File: config.mk
export PLATFORM = sky130hd
export DESIGN_NAME = pmon_unit
export DESIGN_NICKNAME = d
export VERILOG_FILES = /design/src/rtl/pmon_pkg.sv /design/src/rtl/pmon_mode_gate.sv /design/src/rtl/pmon_counter_bank.sv /design/src/rtl/pmon_sample_capture.sv /design/src/rtl/pmon_unit.sv
export SDC_FILE = /design/constraint.sdc
export NUM_CORES = 1
export LEC_CHECK = 0
export ABC_CLOCK_PERIOD_IN_PS = 3900
export BUFFER_PORTS_ARGS = -buffer_cell sky130_fd_sc_hd__clkbuf_2
export CAP_MARGIN = 5
export CORE_MARGIN = 2
export CORE_UTILIZATION = 25
export CTS_CLUSTER_DIAMETER = 100
export DETAILED_ROUTE_END_ITERATION = 12
export GPL_ROUTABILITY_DRIVEN = 0
export PLACE_DENSITY = 0.46
export SETUP_SLACK_MARGIN = 0.2
export SLEW_MARGIN = 30
export SYNTH_ARGS = -nofsm -noshare
export SYNTH_HDL_FRONTEND = slang
export SYNTH_SLANG_ARGS = --single-unit
File: constraint.sdc
create_clock -name clk -period 3.9 [get_ports clk]
set_clock_uncertainty 0.1 [all_clocks]
set_input_delay 0.195 -clock clk [delete_from_list [all_inputs] [get_ports clk]]
set_output_delay 0.195 -clock clk [all_outputs]
set_load 0.01 [all_outputs]
File: src/rtl/pmon_pkg.sv
package pmon_pkg;
  localparam int CTRL_W = 6;
  // control field positions
  localparam int C_DIS    = 0;
  localparam int C_SUPV   = 1;
  localparam int C_USER   = 2;
  localparam int C_MARK   = 3;
  localparam int C_UNMARK = 4;
  localparam int C_IE     = 5;
  // register map
  localparam logic [2:0] A_CTRL  = 3'd0;
  localparam logic [2:0] A_SAMP  = 3'd1;
  localparam logic [2:0] A_USAMP = 3'd2;
  localparam logic [2:0] A_CNT0  = 3'd4;
endpackage

File: src/rtl/pmon_mode_gate.sv
module pmon_mode_gate
  import pmon_pkg::*;
(
  input  logic [4:0] mode,
  input  logic       in_super,
  input  logic       in_marked,
  output logic       cnt_en
);
  logic priv_ok, mark_ok;

  always_comb begin
    priv_ok = (!mode[C_SUPV] || in_super) && (!mode[C_USER] || !in_super);
    mark_ok = (!mode[C_MARK] || in_marked) && (!mode[C_UNMARK] || !in_marked);
    cnt_en  = !mode[C_DIS] && priv_ok && mark_ok;
  end
endmodule

File: src/rtl/pmon_counter_bank.sv
module pmon_counter_bank #(
  parameter int NCNT = 4,
  parameter int DW   = 32
) (
  input  logic             clk,
  input  logic             rst,
  input  logic             cnt_en,
  input  logic [NCNT-1:0]  evt,
  input  logic [NCNT-1:0]  wr_sel,
  input  logic [DW-1:0]    wdata,
  output logic [NCNT*DW-1:0] cnt_flat,
  output logic [NCNT-1:0]  msb
);
  logic [DW-1:0] cnt_q [NCNT];

  for (genvar i = 0; i < NCNT; i++) begin : g_cnt
    always_ff @(posedge clk) begin
      if (rst)                cnt_q[i] <= '0;
      else if (wr_sel[i])     cnt_q[i] <= wdata;
      else if (cnt_en && evt[i]) cnt_q[i] <= cnt_q[i] + 1'b1;
    end
    assign cnt_flat[i*DW +: DW] = cnt_q[i];
    assign msb[i] = cnt_q[i][DW-1];

    // untouched counter holds its value
    a_r5_hold_idle: assert property (@(posedge clk) disable iff (rst)
      (!wr_sel[i] && !(cnt_en && evt[i])) |=> $stable(cnt_q[i]));
    // enabled pulse steps by exactly one
    a_r5_step_one: assert property (@(posedge clk) disable iff (rst)
      (!wr_sel[i] && cnt_en && evt[i]) |=> cnt_q[i] == $past(cnt_q[i]) + 1'b1);
    // write beats increment
    a_r6_write_wins: assert property (@(posedge clk) disable iff (rst)
      wr_sel[i] |=> cnt_q[i] == $past(wdata));
  end
endmodule

File: src/rtl/pmon_sample_capture.sv
module pmon_sample_capture #(
  parameter int DW = 32
) (
  input  logic          clk,
  input  logic          rst,
  input  logic          irq_cond,
  input  logic          thr_hit,
  input  logic [DW-1:0] thr_iaddr,
  input  logic [DW-1:0] done_iaddr,
  input  logic          sw_we,
  input  logic [DW-1:0] sw_wdata,
  output logic          irq_q,
  output logic [DW-1:0] samp_q
);
  logic rise;
  assign rise = irq_cond && !irq_q;

  always_ff @(posedge clk) begin
    if (rst) begin
      irq_q  <= 1'b0;
      samp_q <= '0;
    end else begin
      irq_q <= irq_cond;
      if (rise)       samp_q <= thr_hit ? thr_iaddr : done_iaddr;
      else if (sw_we) samp_q <= sw_wdata;
    end
  end

  // threshold-triggered capture takes the exact instruction address
  a_r8_thr_capture: assert property (@(posedge clk) disable iff (rst)
    (irq_cond && !irq_q && thr_hit) |=> samp_q == $past(thr_iaddr));
  // otherwise last completed address
  a_r9_done_capture: assert property (@(posedge clk) disable iff (rst)
    (irq_cond && !irq_q && !thr_hit) |=> samp_q == $past(done_iaddr));
  // no recapture while request held
  a_r9_no_recapture: assert property (@(posedge clk) disable iff (rst)
    (irq_q && !sw_we) |=> $stable(samp_q));
endmodule

File: src/rtl/pmon_unit.sv
module pmon_unit
  import pmon_pkg::*;
#(
  parameter int NCNT = 4,
  parameter int DW   = 32
) (
  input  logic            clk,
  input  logic            rst,
  input  logic [NCNT-1:0] evt_pulse,
  input  logic            in_super,
  input  logic            in_marked,
  input  logic            thr_hit,
  input  logic [DW-1:0]   thr_iaddr,
  input  logic [DW-1:0]   done_iaddr,
  input  logic [2:0]      reg_addr,
  input  logic            reg_we,
  input  logic [DW-1:0]   reg_wdata,
  input  logic            reg_super,
  output logic [DW-1:0]   reg_rdata,
  output logic            irq
);
  localparam int SEL_W = (NCNT > 1) ? $clog2(NCNT) : 1;

  logic [CTRL_W-1:0]  ctrl_q;
  logic               cnt_en;
  logic [NCNT-1:0]    wr_sel;
  logic [NCNT*DW-1:0] cnt_flat;
  logic [NCNT-1:0]    msb;
  logic               irq_cond;
  logic [DW-1:0]      samp;
  logic               samp_we;
  logic [SEL_W-1:0]   cidx;

  assign cidx = reg_addr[SEL_W-1:0];

  always_ff @(posedge clk) begin
    if (rst) ctrl_q <= '0;
    else if (reg_we && reg_addr == A_CTRL) ctrl_q <= reg_wdata[CTRL_W-1:0];
  end

  for (genvar i = 0; i < NCNT; i++) begin : g_wsel
    assign wr_sel[i] = reg_we && reg_addr[2] && (cidx == SEL_W'(i));
  end

  assign samp_we  = reg_we && reg_super && (reg_addr == A_SAMP);
  assign irq_cond = ctrl_q[C_IE] && (|msb);

  pmon_mode_gate u_gate (
    .mode      (ctrl_q[4:0]),
    .in_super  (in_super),
    .in_marked (in_marked),
    .cnt_en    (cnt_en)
  );

  pmon_counter_bank #(.NCNT(NCNT), .DW(DW)) u_bank (
    .clk      (clk),
    .rst      (rst),
    .cnt_en   (cnt_en),
    .evt      (evt_pulse),
    .wr_sel   (wr_sel),
    .wdata    (reg_wdata),
    .cnt_flat (cnt_flat),
    .msb      (msb)
  );

  pmon_sample_capture #(.DW(DW)) u_cap (
    .clk        (clk),
    .rst        (rst),
    .irq_cond   (irq_cond),
    .thr_hit    (thr_hit),
    .thr_iaddr  (thr_iaddr),
    .done_iaddr (done_iaddr),
    .sw_we      (samp_we),
    .sw_wdata   (reg_wdata),
    .irq_q      (irq),
    .samp_q     (samp)
  );

  always_ff @(posedge clk) begin
    if (rst) reg_rdata <= '0;
    else begin
      reg_rdata <= '0;
      if (reg_addr[2]) begin
        for (int i = 0; i < NCNT; i++)
          if (cidx == SEL_W'(i)) reg_rdata <= cnt_flat[i*DW +: DW];
      end else begin
        case (reg_addr)
          A_CTRL:  reg_rdata <= DW'(ctrl_q);
          A_SAMP:  reg_rdata <= reg_super ? samp : '0;
          A_USAMP: reg_rdata <= samp;
          default: reg_rdata <= '0;
        endcase
      end
    end
  end

  // request follows enable and top bits
  a_r7_irq_rise: assert property (@(posedge clk) disable iff (rst)
    (ctrl_q[C_IE] && (|msb)) |=> irq);
  a_r7_irq_off: assert property (@(posedge clk) disable iff (rst)
    !ctrl_q[C_IE] |=> !irq);
  // disable freezes counters unless written
  a_r2_disabled_frozen: assert property (@(posedge clk) disable iff (rst)
    (ctrl_q[C_DIS] && !reg_we) |=> $stable(cnt_flat));
  // user copy mirrors sampled register
  a_r11_mirror: assert property (@(posedge clk) disable iff (rst)
    (reg_addr == A_USAMP) |=> reg_rdata == $past(samp));
  // user-level read of sampled register is blanked
  a_r10_user_blank: assert property (@(posedge clk) disable iff (rst)
    (reg_addr == A_SAMP && !reg_super) |=> reg_rdata == '0);
endmodule

==> results.txt, run 1 <==
* WP data required: 4.23 ns
- Number of buffers added for setup after CTS: 0
* DRC violation count after routing: 0
- Cell area power density: 359 nW/um^2
- Setup Crit Path Kind: flop to flop
* DRT iter0 DRCs: 754
- Hold is met by 0.0367 ns.
* Switching pwr: 0.00141 W
- # resized after CTS: 0
* Register-to-Register Path Depth: 6
- I/O pins: 143
* Top routing layer used: met4
- Area growth syn-to-layout: 21.8%
- Counting instances, the worst hold path has a depth of 3.
- Number of global-route vias before repair: 9632
- Master of the slowest instance on the critical path: sky130_fd_sc_hd__dlygate4sd3_1
- The run finished with clean final reports.
- Max-cap violations: 0
* Vert. Die Dim: 219 um
- Of the available clock period, the critical path in the final layout requires 0.731.
* Leakage power figure: 4.77 nW
* Mean number of vias per cell: 4.99
- Internal power comes to 0.00365 W.
- Measured against the total synthesized area, the mux share comes to 0.0913.
* Count of buffers inserted at the top-level ports: 142
- Floorplan core area: 45600 um^2
- The complex-gate fraction of the synthesized area was 0.133.
- Antenna violations before repair: 0
- Of the total synthesized cell area, the portion taken by XOR and XNOR cells is 0.0908.
- For this run, the post-layout net count is 1468.
* Global-route congestion overflow total: 0
* Synth Area in Simple Gates: 0.191
- Met1 Routed Length: 18.8 mm
* Sinks on the clock net: 199
- After synthesis, the largest family of logic cells by area is simple AND/OR/NAND/NOR gates.
- Max stage delay on crit path: 0.56 ns
* Post-CTS clock slew at the launch and capture registers of the worst setup and hold paths: 0.08 ns
- The die covers 48000 um^2.
* DP Wirelength: 27.9 mm
* Worst-skew pair later-pin latency: 0.49 ns
- Number of synthesis warnings: 0
* Antenna viol nets, final: 0
* CTS H-Tree Depth: 4
* Hold WC Path Type: input pin to flop
* Worst path arrival time: 3.18 ns
- The die is 219 um wide.
- Crit Reg-Reg Startpoint: u_bank.cnt_q[1][31]
- Number of synthesized register bits: 199
- After synthesis, the share of flip-flops with an asynchronous set or reset is 0.
* Non-filler cells, final: 1967
- Launch point of the worst path: u_bank.cnt_q[1][31]
- The endpoint identified for the worst register-to-register timing path is u_cap.samp_q[7].
* Portion of total power attributed to combinational logic: 0.130
- Post-placement setup slack: 1.06 ns
- Post-synthesis net count: 1299
* Overall routing resource usage: 0.167
- Capturing element type of the critical path: flop
- TritonCTS built the clock tree.
- Post-DR wirelength/cell: 20.1 um
* Wire length of the first global-routing pass: 59.4 mm
* Top delay family on crit path: buffers and inverters
- The number of buffers and inverters on the critical path is 2.
* Peak Freq: 351 MHz
- Counting distinct cell types in the post-synthesis netlist gives 43.
* Wire length on met2: 18.4 mm
* Number of flops mapped to enable cells by yosys: 128
- After layout, the worst setup slack is 1.05 ns.
* Ordered cell list for the critical path: o41ai_1 -> or2_2 -> buf_12 -> a211oi_1 -> a211oi_1 -> dlygate4sd3_1
- Maximum ir drop on the vdd rail: 0.213 mV
- The layout has 4728 filler cells.
* Area occupied by multi-input gates: 5930 um^2
- Share of power burned in the clock network: 0.358
- Tightest slew margin relative to the limit: 0.403
* Routed met3 length: 1.92 mm
- First-pass iteration count of the detailed router: 5
* Std cell rows: 78
- Adder-Cell Fraction of Synth Area: 0.00433
- Sequential fraction of design power: 0.513
* Combined flip-flop and latch cell area: 5270 um^2
* Capturing instance or port of the critical path: u_cap.samp_q[7]
- Final period demand of the worst path: 2.85 ns
- Setup violations remaining at the end of the flow were counted as 0.
- The repair_antennas step left the layout with diodes totalling 0.
- Counting the buffers created by CTS gives 17.
* Clock Path Buffers: 2
- Clock Tree Root: sky130_fd_sc_hd__clkbuf_16
* Synth Flop Type: sky130_fd_sc_hd__edfxtp_1
* Count of cell instances traversed by the critical path: 6
* Kind of start point of the critical path: flop
- Setup repair after global routing missed its margin: no
- Crit Path Max Fanout: 45
* Number of placed cells counting well taps: 1879
- Final number of hold-violating endpoints: 0
* Total Wirelength: 39.6 mm
* Total negative slack for setup checks: 0 ns
* Worst slew pin tran: 0.891 ns
- Maximum number of pins on one net before global-route repair: 46
* Area of the mapped netlist: 11600 um^2
* Avg Cell Area, Syn: 9.76 um^2
- Summing over every cut layer, the via total after detailed routing is 9816.
- Syn Inst Count: 1185
- Of the cells placed in the final design, the portion with a size suffix greater than 1 is 0.181.
- The initial utilization of the core area, before any placement, comes to 0.254.
- In this run the register-to-register setup slack is 1.05 ns.
- Max-slew violation count: 0
- Proportion of total power due to net switching: 0.279
- The cell that appears most often on the critical path is sky130_fd_sc_hd__a211oi_1.
* Share of synthesized area occupied by flip-flops and latches: 0.455
## logic make-up after synthesis
family                     Yosys count
and+or+nand+nor                    444
muxes                               72
adders and majority gates            4
DFF                                199
xor gates and xnor gates           120
AOI/OAI and AO/OA                  253
buffers and inverters               93
## synthesized netlist by cell type (all sizes together), types with 7 or more instances
| library cell | instances | share of area |
|---|---|---|
| and3 | 19 | 0.010 |
| o22ai | 12 | 0.0065 |
| o21ai | 134 | 0.058 |
| a21oi | 13 | 0.0056 |
| mux2i | 38 | 0.033 |
| a22oi | 26 | 0.017 |
| dfxtp | 71 | 0.12 |
| xor2 | 70 | 0.053 |
| a211oi | 64 | 0.042 |
| nand4 | 45 | 0.025 |
| and4 | 14 | 0.011 |
| nor2b | 37 | 0.020 |
| mux4 | 26 | 0.051 |
| nand2 | 171 | 0.055 |
| nor2 | 61 | 0.020 |
| nor3b | 7 | 0.0045 |
| edfxtp | 128 | 0.33 |
| nand3 | 47 | 0.020 |
| nor3 | 21 | 0.011 |
| inv | 16 | 0.0052 |
| nor4 | 13 | 0.0089 |
| clkbuf | 55 | 0.019 |
| xnor2 | 50 | 0.038 |
| buf | 22 | 0.010 |
| mux2 | 8 | 0.0078 |
## registers in the layout (all words and copies together) (netlist names)
signal,cells
ctrl_q,6
u_cap.irq_q,1
u_bank.cnt_q,128
u_cap.samp_q,32
reg_rdata,32
## power groups by stage
stage               Sequential [W]  Combinational [W]  Clock (W)
floorplan                  0.00258           0.000372          0
global placement           0.00263           0.000614          0
global route               0.00262           0.000722    0.00193
CTS                        0.00259           0.000664    0.00187
finish                     0.00259           0.000655    0.00181
detailed placement         0.00264           0.000618          0
## worst min-delay path, stage by stage
cell	delay, ns
sky130_fd_sc_hd__clkbuf_2	0.18
sky130_fd_sc_hd__nand2_1	0.06
sky130_fd_sc_hd__o21ai_0	0.07
## cells in the final DEF (no fill, tap or decap), types with 38 or more instances in the layout
cell type | Yosys | final
sky130_fd_sc_hd__clkbuf_2 | 12 | 140
sky130_fd_sc_hd__nor2_1 | 61 | 59
sky130_fd_sc_hd__o21ai_0 | 130 | 130
sky130_fd_sc_hd__dlygate4sd3_1 | 0 | 56
sky130_fd_sc_hd__nand2_1 | 171 | 171
sky130_fd_sc_hd__mux2i_1 | 38 | 38
sky130_fd_sc_hd__edfxtp_1 | 128 | 128
sky130_fd_sc_hd__xnor2_1 | 50 | 50
sky130_fd_sc_hd__a211oi_1 | 64 | 64
sky130_fd_sc_hd__nand4_1 | 44 | 44
sky130_fd_sc_hd__xor2_1 | 70 | 70
sky130_fd_sc_hd__nand3_1 | 47 | 47
sky130_fd_sc_hd__dfxtp_1 | 71 | 71
## area by class of cell
class                      count  share of cell area
sequential                   199               0.374
inverter                      16             0.00426
multi-input combinational    893               0.421
clock inverter                 6             0.00258
timing repair buffer         227               0.107
tap                          600              0.0533
clock buffer                  26              0.0376
## through the flow
| stage | area, um^2 | utilization | total power, W |
|---|---|---|---|
| 5_1_grt | 14100 | 0.309 | 0.00527 |
| 4_1_cts | 14100 | 0.309 | 0.00513 |
| 3_5_place_dp | 13000 | 0.284 | 0.00326 |
| 3_3_place_gp | 13000 | 0.284 | 0.00325 |
| 6_report | 14100 | 0.309 | 0.00506 |
| 2_1_floorplan | 11600 | - | 0.00295 |
## timing repair
item	4_1_cts	5_1_grt
hold buffers	56	0
endpoints found under the hold margin	98	0
setup endpoints to repair	0	0
## routing by layer
metal | vias to the layer above | track usage
met5 | - | 0
met4 | 0 | 0.0482
met3 | 27 | 0.0369
met2 | 247 | 0.267
met1 | 4842 | 0.225
li1 | 4700 | -
## worst min path at each step
stage / startpoint / to / slack [ns]
2_1_floorplan: reg_wdata[0] / ctrl_q[0] / 0.24
3_3_place_gp: u_cap.samp_q[2] / reg_rdata[2] / 0.38
3_5_place_dp: u_cap.samp_q[0] / reg_rdata[0] / 0.38
4_1_cts: reg_wdata[19] / u_bank.cnt_q[2][19] / 0.001
5_1_grt: reg_wdata[26] / u_bank.cnt_q[2][26] / 0.02
6_report: reg_wdata[19] / u_bank.cnt_q[1][19] / 0.04
(Power assumes the default switching activity.)
==> inputs of run 2 (changes only) <==
- ABC_CLOCK_PERIOD_IN_PS: 3900 -> 2800
- clock period: 3.9 -> 2.8 ns (I/O delays scaled with it)
==> run 2 against run 1 <==
The run now ends with negative hold slack left. Global-route usage is 0.053 points lower. Setup slack got worse by 0.69 ns. Critical path depth fell by 1. Hold slack worse by 0.043 ns. Count of clock-buffer cells in the layout down 3. Flip-flop and latch count stayed put. Via count is 0.54% higher. Sequential power increased by 39%. Non-clock buffer count increased by 14. First-iteration DRC count is 11% lower. Critical path type unchanged. Largest cell class unchanged. Combinational power rose by 42%. Routed wire length shrank 0.46%.
==> results.txt, run 2 (synthesis results as in run 1) <==
- Setup Crit Path Kind: flop to flop
- Clock tree synthesis selected as its root buffer the cell sky130_fd_sc_hd__clkbuf_16.
- Final Hold Slack: -0.00592 ns (-0.0426 ns)
* Worst-skew pair later-pin latency: 0.47 ns (-0.02 ns)
- The die area came to 48000 um^2 (unchanged).
- Combined flip-flop and latch cell area: 5270 um^2 (unchanged)
- The mean routed wirelength per cell was 19.9 um (-1.2%).
- STA classifies the critical path startpoint as a flop.
- The area of the core came to 45600 um^2 (unchanged).
- The total of cells resized after clock tree synthesis is 0 (unchanged).
- Vert. Die Dim: 219 um (unchanged)
- The run finished, with violations left.
- The via count normalized by instance count is 4.98 (-0.17%).
- The power per cell area was 499 nW/um^2 (+39%).
- Proportion of layout cells with a drive suffix above 1: 0.188 (+0.00758)
* Filler cell count in the final layout: 4720 (-0.17%)
- The number of max-slew violations in the final report came to 0 (unchanged).
* Hold WC Path Type: input pin to flop
- Overall routing resource usage: 0.166 (-0.000525)
* Setup repair after global routing missed its margin: no
* Peak Freq: 410 MHz (+17%)
- The number of antenna violations at the first check in global routing was 0 (unchanged).
- Tightest slew margin relative to the limit: 0.399 (-0.00405)
- Capturing element type of the critical path: flop
* DRC violation count after routing: 0 (unchanged)
* DP Wirelength: 26.8 mm (-3.7%)
* Number of global-route vias before repair: 9555 (-0.80%)
* Vias: 9869 (+0.54%)
- The total leakage power is 4.84 nW (+1.6%).
* Commonest cells after routing, fill and taps aside: 171 x sky130_fd_sc_hd__nand2_1, 140 x sky130_fd_sc_hd__clkbuf_2, 130 x sky130_fd_sc_hd__o21ai_0, 128 x sky130_fd_sc_hd__edfxtp_1, 71 x sky130_fd_sc_hd__dfxtp_1
- Total negative slack for setup checks: 0 ns (unchanged)
* Number of placed cells counting well taps: 1893 (+0.75%)
* Violated checks: negative hold slack
* Maximum number of pins on one net before global-route repair: 79 (+72%)
- TritonCTS built the clock tree.
* Final period demand of the worst path: 2.44 ns (-0.414 ns)
- The count of buffers added by post-CTS timing repair for setup was 0 (unchanged).
- The global-route wire length before repair is 59.6 mm (+0.44%).
- Initial Utilization: 0.254 (unchanged)
- The CTS sink count was 199 (unchanged).
* Launch point of the worst path: u_bank.cnt_q[0][31]
- Setup violations, final: 0 (unchanged)
- The worst register-to-register path ends at u_cap.samp_q[30].
* Most common library cell in the layout ignoring fill and taps: sky130_fd_sc_hd__nand2_1
- Largest register FFs: 128 (unchanged)
* CTS H-Tree Depth: 4 (unchanged)
* Total Wirelength: 39.4 mm (-0.46%)
* Clock Path Buffers: 2 (unchanged)
* Maximum ir drop on the vdd rail: 0.406 mV (+91%)
- Max-cap violations: 0 (unchanged)
* First-pass iteration count of the detailed router: 5 (unchanged)
* Horizontal die dimension: 219 um (unchanged)
- Antenna viol nets, final: 0 (unchanged)
- Worst path arrival time: 2.75 ns (-0.43 ns)
- Final-stage net count: 1482 (+0.95%)
* I/O pins: 143 (unchanged)
- Std cell rows: 78 (unchanged)
* Register-to-Register Path Depth: 5 (-1)
* DRT iter0 DRCs: 668 (-11%)
* Count of buffers inserted at the top-level ports: 142 (unchanged)
- Non-filler cells, final: 1981 (+0.71%)
- Final number of hold-violating endpoints: 2 (+2)
- Largest registers: u_bank.cnt_q x128, reg_rdata x32, u_cap.samp_q x32
- Inserted Clock Buffers: 17 (unchanged)
- Area occupied by multi-input gates: 5930 um^2 (about the same)
- In this run the worst setup path terminates at u_cap.samp_q[30].
- Post-CTS clock slew at the launch and capture registers of the worst setup and hold paths: 0.08 ns (about the same)
* Worst slew pin tran: 0.902 ns (+0.0109 ns)
* Ratio of final minimum period to clock period: 0.870 (+0.139)
- Reg2reg setup slack: 0.36 ns (-0.69 ns)
- Global-route congestion overflow total: 0 (unchanged)
* WP data required: 3.11 ns (-1.12 ns)
- Number of hold-repair buffers added at the cts stage: 56 (unchanged)
* Number of inserted diodes: 0 (unchanged)
- Crit Reg-Reg Startpoint: u_bank.cnt_q[0][31]
- Register with the most flip-flops: u_bank.cnt_q
- Crit Path Max Fanout: 9 (-80%)
* Area growth syn-to-layout: 23.2%
run 2: routing by layer:
layer / up-vias / share of wire / global-route usage
li1: 4733 / - / -
met1: 4827 / 0.48 / 0.233
met2: 275 / 0.46 / 0.265
met3: 34 / 0.049 / 0.0247
met4: 0 / 0.016 / 0.0495
met5: - / 0 / 0
run 2: power breakdown:
part           internal, W  switching (W)  total (W)
combinational     0.000425       0.000505   0.000930
clock              0.00134        0.00123    0.00257
sequential         0.00336       0.000244    0.00360
run 2: critical path, cell delays in order (launching register included):
cell and delay, ns:
sky130_fd_sc_hd__edfxtp_1 0.44, sky130_fd_sc_hd__o41ai_1 0.60, sky130_fd_sc_hd__or2_2 0.34, sky130_fd_sc_hd__a211oi_1 0.09, sky130_fd_sc_hd__a211oi_1 0.23, sky130_fd_sc_hd__dlygate4sd3_1 0.58
run 2: worst min-delay path by stage:
| stage | slack [ns] | to | start | depth (start not counted) |
|---|---|---|---|---|
| final | -0.006 | u_bank.cnt_q[3][24] | reg_wdata[24] | 3 |
| after global routing | 0.02 | u_bank.cnt_q[2][24] | reg_wdata[24] | 3 |
| after CTS | 0.0005 | u_bank.cnt_q[3][9] | reg_wdata[9] | 3 |
| after detailed placement | 0.38 | reg_rdata[2] | u_cap.samp_q[2] | 2 |
| after global placement | 0.38 | reg_rdata[5] | u_cap.samp_q[5] | 2 |
| after floorplan | 0.19 | ctrl_q[0] | reg_wdata[0] | 2 |
run 2: area by class of cell:
class                           instances  share of cell area
Clock inverter                          9             0.00614
Inverter                               16             0.00421
Multi-Input combinational cell        893               0.416
Clock buffer                           23              0.0344
Timing Repair Buffer                  241               0.117
Tap cell                              600              0.0527
Sequential cell                       199               0.369
run 2: per-stage QoR:
stage	hold WS, ns	power [W]	area, um^2	setup slack [ns]	utilization
6_report	-0.00592	0.00711	14300	0.363	0.313
5_1_grt	0.0157	0.00738	14300	0.278	0.313
4_1_cts	0.000504	0.00718	14300	0.408	0.313
3_5_place_dp	0.377	0.00455	13100	0.456	0.288
3_3_place_gp	0.381	0.00453	13100	0.289	0.288
2_1_floorplan	0.187	0.00411	11600	0.470	-
